`src/rtl/pfx_pkg.sv`:
```
// Package: shared widths, flag positions, function codes and the
// prefix-to-flag mapping for the prefix flag accumulator.
// Assumes 8-bit opcodes with the prefix row in the upper half of one
// low-nibble column.
package pfx_pkg;

    localparam int OP_W   = 8;
    localparam int FLAG_W = 5;
    localparam int FN_W   = 4;

    localparam int F_IND = 0;
    localparam int F_WID = 1;
    localparam int F_STK = 2;
    localparam int F_AX  = 3;
    localparam int F_AY  = 4;

    typedef enum logic [FN_W-1:0] {
        FN_NONE = 4'd0,
        FN_DUP  = 4'd1,
        FN_TAI  = 4'd2,
        FN_TIA  = 4'd3,
        FN_XAI  = 4'd4,
        FN_NXT  = 4'd5,
        FN_INXT = 4'd6,
        FN_PSHI = 4'd7,
        FN_PSHW = 4'd8,
        FN_INCI = 4'd9,
        FN_INCW = 4'd10,
        FN_POPI = 4'd11,
        FN_POPW = 4'd12,
        FN_ENT  = 4'd13,
        FN_IENT = 4'd14
    } fn_t;

    // Map the low three bits of a prefix row index to its flag set.
    function automatic logic [FLAG_W-1:0] pfx_flag_set(input logic [2:0] row);
        logic [FLAG_W-1:0] m;
        m = '0;
        case (row)
            3'd0: m[F_STK] = 1'b1;
            3'd1: m[F_IND] = 1'b1;
            3'd2: m[F_WID] = 1'b1;
            3'd3: begin m[F_IND] = 1'b1; m[F_WID] = 1'b1; end
            3'd4: begin m[F_STK] = 1'b1; m[F_WID] = 1'b1; end
            3'd5: begin m[F_STK] = 1'b1; m[F_IND] = 1'b1; m[F_WID] = 1'b1; end
            3'd6: m[F_AX] = 1'b1;
            default: m[F_AY] = 1'b1;
        endcase
        return m;
    endfunction

endpackage

```
`src/rtl/pfx_decode.sv`:
```
// pfx_decode: classifies an opcode byte as prefix or base.
// For prefixes it returns the set of flags the byte requests.
// Assumes prefixes occupy the upper half (bit 7 set) of the column
// whose low nibble equals TAG_NIB.
module pfx_decode
    import pfx_pkg::*;
#(
    parameter logic [3:0] TAG_NIB = 4'hB
) (
    input  logic [OP_W-1:0]   op_byte,
    output logic              pfx_hit,
    output logic              tag_col,
    output logic [FLAG_W-1:0] pfx_set
);

    // Column and row classification of the opcode byte.
    always_comb begin
        tag_col = (op_byte[3:0] == TAG_NIB);
        pfx_hit = tag_col && op_byte[OP_W-1];
        pfx_set = pfx_hit ? pfx_flag_set(op_byte[6:4]) : '0;
    end

endmodule

```
`src/rtl/pfx_accum.sv`:
```
// pfx_accum: holds the accumulated prefix flags, the in-sequence
// marker and the base-seen marker.
// Assumes instr_done only counts once a base opcode has been taken.
module pfx_accum
    import pfx_pkg::*;
(
    input  logic              clk,
    input  logic              rst_n,
    input  logic              op_valid,
    input  logic              instr_done,
    input  logic              pfx_hit,
    input  logic [FLAG_W-1:0] pfx_set,
    output logic [FLAG_W-1:0] acc_q,
    output logic              in_seq_q,
    output logic              base_seen_q
);

    logic take_pfx;
    logic take_base;
    logic clr;

    // Qualify the strobes for this cycle.
    always_comb begin
        take_pfx  = op_valid && pfx_hit;
        take_base = op_valid && !pfx_hit;
        clr       = instr_done && base_seen_q;
    end

    // One sticky OR flop per flag, cleared on completion.
    for (genvar g = 0; g < FLAG_W; g++) begin : g_flag
        logic bit_q;
        always_ff @(posedge clk) begin
            if (!rst_n)
                bit_q <= 1'b0;
            else
                bit_q <= (bit_q && !clr) || (take_pfx && pfx_set[g]);
        end
        assign acc_q[g] = bit_q;
    end

    // Track whether a prefix sequence is open.
    always_ff @(posedge clk) begin
        if (!rst_n)
            in_seq_q <= 1'b0;
        else if (take_pfx)
            in_seq_q <= 1'b1;
        else if (clr)
            in_seq_q <= 1'b0;
    end

    // Track whether the base opcode of the sequence has been fetched.
    always_ff @(posedge clk) begin
        if (!rst_n)
            base_seen_q <= 1'b0;
        else if (take_base)
            base_seen_q <= 1'b1;
        else if (take_pfx || clr)
            base_seen_q <= 1'b0;
    end

endmodule

```
`src/rtl/pfx_fn_map.sv`:
```
// pfx_fn_map: resolves the function a threaded-code base opcode
// selects under the accumulated indirect and size flags.
// Assumes the caller qualifies with a valid non-prefix opcode in the
// tag column.
module pfx_fn_map
    import pfx_pkg::*;
(
    input  logic            sel,
    input  logic [2:0]      row,
    input  logic            ind,
    input  logic            wid,
    output logic [FN_W-1:0] fn
);

    fn_t f;

    // Row and flag combination to function code.
    always_comb begin
        f = FN_NONE;
        if (sel) begin
            case (row)
                3'd0: f = ind ? (wid ? FN_XAI : FN_TAI) : (wid ? FN_TIA : FN_DUP);
                3'd3: f = ind ? FN_INXT : FN_NXT;
                3'd4: f = ind ? FN_PSHW : FN_PSHI;
                3'd5: f = ind ? FN_INCW : FN_INCI;
                3'd6: f = ind ? FN_POPW : FN_POPI;
                3'd7: f = ind ? FN_IENT : FN_ENT;
                default: f = FN_NONE;
            endcase
        end
        fn = f;
    end

endmodule

```
`src/rtl/pfx_flag_unit.sv`:
```
// pfx_flag_unit: top of the prefix flag accumulator. It decodes
// prefix bytes, accumulates their flags until the base instruction
// completes, masks the stack flag on request, maps the threaded-code
// base opcodes and raises the interrupt inhibit.
// Assumes one opcode per op_valid strobe and a single-cycle instr_done.
module pfx_flag_unit
    import pfx_pkg::*;
#(
    parameter logic [3:0] TAG_NIB = 4'hB
) (
    input  logic              clk,
    input  logic              rst_n,
    input  logic [OP_W-1:0]   op_byte,
    input  logic              op_valid,
    input  logic              instr_done,
    input  logic              stk_kill,
    output logic [FLAG_W-1:0] pfx_flags,
    output logic [FN_W-1:0]   base_fn,
    output logic              int_inhibit
);

    logic              pfx_hit;
    logic              tag_col;
    logic [FLAG_W-1:0] pfx_set;
    logic [FLAG_W-1:0] acc_q;
    logic              in_seq_q;
    logic              base_seen_q;
    logic [FLAG_W-1:0] kill_mask;
    logic              fn_sel;

    pfx_decode #(.TAG_NIB(TAG_NIB)) i_dec (
        .op_byte (op_byte),
        .pfx_hit (pfx_hit),
        .tag_col (tag_col),
        .pfx_set (pfx_set)
    );

    pfx_accum i_acc (
        .clk         (clk),
        .rst_n       (rst_n),
        .op_valid    (op_valid),
        .instr_done  (instr_done),
        .pfx_hit     (pfx_hit),
        .pfx_set     (pfx_set),
        .acc_q       (acc_q),
        .in_seq_q    (in_seq_q),
        .base_seen_q (base_seen_q)
    );

    // Output flags with the sequencer's stack override applied.
    always_comb begin
        kill_mask        = '1;
        kill_mask[F_STK] = !stk_kill;
        pfx_flags        = acc_q & kill_mask;
    end

    // Inhibit covers the fetch cycle of a prefix and the open sequence.
    assign int_inhibit = in_seq_q || (op_valid && pfx_hit);

    assign fn_sel = op_valid && tag_col && !pfx_hit;

    pfx_fn_map i_map (
        .sel (fn_sel),
        .row (op_byte[6:4]),
        .ind (acc_q[F_IND]),
        .wid (acc_q[F_WID]),
        .fn  (base_fn)
    );

endmodule

```
`config.mk`:
```
export PLATFORM = sky130hd
export DESIGN_NAME = pfx_flag_unit
export DESIGN_NICKNAME = d
export VERILOG_FILES = /design/src/rtl/pfx_pkg.sv /design/src/rtl/pfx_decode.sv /design/src/rtl/pfx_accum.sv /design/src/rtl/pfx_fn_map.sv /design/src/rtl/pfx_flag_unit.sv
export SDC_FILE = /design/constraint.sdc
export NUM_CORES = 1
export LEC_CHECK = 0
export ABC_CLOCK_PERIOD_IN_PS = 3300
export BUFFER_PORTS_ARGS = -buffer_cell sky130_fd_sc_hd__buf_2
export CORE_AREA = 2 2 39 41
export CTS_CLUSTER_DIAMETER = 150
export DETAILED_ROUTE_END_ITERATION = 6
export DIE_AREA = 0 0 41 43
export PLACE_DENSITY = 0.6
export SYNTH_ARGS = -nofsm -noshare
export SYNTH_HDL_FRONTEND = slang
export SYNTH_SLANG_ARGS = --single-unit
```
`constraint.sdc`:
```
create_clock -name clk -period 3.3 [get_ports clk]
set_input_delay 0.66 -clock clk [delete_from_list [all_inputs] [get_ports clk]]
set_output_delay 0.66 -clock clk [all_outputs]
set_load 0.005 [all_outputs]
```
==> impl_metrics.ini <==
[timing]
max_freq_ghz = 0.4383
rsz0062_at_grt = false
fin_crit_sh = 0.6914
fin_crit_ns = 2.282
hold_viol = 0
hold_ws_ns = 0.4495
drv_slew = 0
finalSetupViolCount = 0
tightest_slew_ns = 0.7122
slew_headroom = 0.5210
finalSetupTns_ns = 0
finClkSkew_ns = 0.001303
layout_setup_ws_ns = 1.018

[synthesis]
yosys_warnings = 0
synth.cell_area_um2 = 452.9
yosys-top-cells-area = dfxtp_1 31%, a22o_1 7.7%, buf_4 6.6%
yosysTopAreaCell = dfxtp_1
yosysSeqAreaShare = 0.3094
synth_cell_types = 23
syn_inst = 54
synth_edf_count = 0
netlist.area_leader.share = 0.3094
synth.avg_cell_area_um2 = 8.388
synth-main-ff-cell = dfxtp_1
synthArstFlopShare = 0
ys_ff_latch = 7
syn-num-nets = 68

[place]
place_ws_ns = 1.022
portBuffers = 22
place_congestion = 0.7480

[cts]
insertion_delay_ns = 0.24
cts_inserted_buffers = 3
cts_tree = built
cts.sinks = 7
cts.clk_slew.worst_paths_ns = 0.05
cts_root_buf = clkbuf_4
cts_resized = 0
clockBufferDepth = 2
cts_setup_buffers = 0
htreeDepth = 1
ctsHoldBuffers = 0

[worst_hold_path]
hold_class = flip-flop to flip-flop
min_to = i_acc.in_seq_q$_SDFFE_PN0P_
min_from = i_acc.in_seq_q$_SDFFE_PN0P_
holdPathStages = 1

[setup_path]
critical_path.max_fanout = 4
worstPathCellList = buf_2 > nand2b_1 > or3_4 > a211oi_2 > buf_2
timing.rr.end = i_acc.g_flag[3].bit_q$_SDFF_PN0_
cp_slowest_stage_delay_ns = 0.37
critPathSlowestCell = or3_4
worstSetupEndpointType = primary output
reg2reg_depth = 2
regToRegSetupSlack_ns = 2.14
crit_required_ns = 2.64
worstSetupPathType = input port to primary output
crit_top_cell = buf_2
arrival_ns = 1.62
rr_startpoint = i_acc.base_seen_q$_SDFFE_PN0P_
start_kind = input port

[cells_and_area]
layout.nets = 88
area_delta_synth_final_pct = 24.59
layout_common_cells = 22 x buf_2, 7 x dfxtp_1, 4 x nor2b_1, 4 x a21oi_1, 4 x a22o_1
antenna_cells = 0
drive_gt1_frac = 0.3836
layout_commonest_cell = buf_2

[drt]
wl_um = 949
post_drt_wl_per_cell_um = 10.66
dr.pass1.iters = 4
drt_iter0_drc = 4
drc = 0
highest_layer = met3
drt.antenna.violating_nets = 0
vias = 451
wl_met1_um = 424
viasPerCell = 5.067
wl_met2_um = 482
wl_met3_um = 41

[floorplanning]
die_w_um = 41
design.die.area_um2 = 1763
die-height_um = 43
initial_core_util = 0.3273
io_pins = 23
rows = 14
core_um2 = 1384

[grt]
track_usage = 0.1265
grt_max_degree = 10
grt_pass1_vias = 377
gr-total-overflow = 0
antenna_found_initial = 0
grt_pass1_wl_mm = 1.524

[run_status]
status = complete, no violations

[pwr]
total_power_mw = 0.1874
vdd_drop_max_v = 0.0002189
pwr_density_cell_nw_per_um2 = 332.1
leakage_nw = 0.2909

[run]
maxCapViolCount = 0
[how the worst max path moves through the flow]
stage,from,to,slack (ns),depth (start not counted)
CTS,op_byte[2],base_fn[0],1.02,5
detailed placement,op_byte[2],base_fn[0],1.02,5
finish,op_byte[2],base_fn[0],1.02,5
global route,op_byte[2],base_fn[3],0.95,5
global placement,op_byte[2],base_fn[0],1.03,5
floorplan,op_byte[2],base_fn[0],1.26,3
[cell type report]
class                           instances  area (µm²)
Fill cell                             154       819.5
Multi-Input combinational cell         38       260.3
Sequential cell                         7       140.1
Timing Repair Buffer                   22       110.1
Clock buffer                            4       26.28
Tap cell                               16       20.02
Inverter                                2       7.507
[kinds of logic (layout without fill, tap and decap cells)]
| group | count (synthesis) | count (layout) | share of synthesized area |
|---|---|---|---|
| XOR/XNOR | 2 | 2 | 0.03868 |
| AND/OR/NAND/NOR | 17 | 17 | 0.2210 |
| AO/OA/AOI/OAI | 18 | 18 | 0.2873 |
| adder cells (fa/ha/maj) | 1 | 1 | 0.02762 |
| buffers and inverters | 9 | 28 | 0.1160 |
| flip-flops | 7 | 7 | 0.3094 |
[synthesized netlist by cell type (2+ instances only)]
cell and count:
buf_4 4, a21oi_1 4, xor2_1 2, buf_2 3
dfxtp_1 7, inv_1 2, o21ai_0 3, nor2b_1 4
nand2_1 3, nor2_1 2, a22o_1 4, a21o_1 3
nor3_1 3
[sequential cells by signal, indices dropped and copies added, names as in the netlist]
register / count
i_acc.g_flag.bit_q: 5
i_acc.base_seen_q: 1
i_acc.in_seq_q: 1
[routing by layer]
metal  GRT usage  vias to the layer above
met3     0.07853                        0
met4     0.03333                        0
met5           0                        -
met1      0.1479                      209
met2      0.1875                       12
li1            -                      230
[critical path, delay by kind of cell]
family	cells	cell delay (ns)
AOI/OAI and AO/OA	1	0.19
buffers and inverters	2	0.22
and+or+nand+nor	2	0.54
[power breakdown]
group          switching [mW]  total, mW  internal (mW)
sequential           0.000591     0.0865         0.0859
clock                  0.0290     0.0749         0.0460
combinational          0.0148     0.0259         0.0111
total                  0.0443      0.187          0.143
[per-stage QoR]
| step | std cells | instance area, µm² | util |
|---|---|---|---|
| 3_3_place_gp | 85 | 538.0 | 0.3888 |
| 5_1_grt | 89 | 564.3 | 0.4078 |
| 6_report | 89 | 564.3 | 0.4078 |
| 2_1_floorplan | 54 | 452.9 | - |
| 3_5_place_dp | 85 | 538.0 | 0.3888 |
| 4_1_cts | 89 | 564.3 | 0.4078 |
Note: power is estimated with default switching activity, not from simulation.
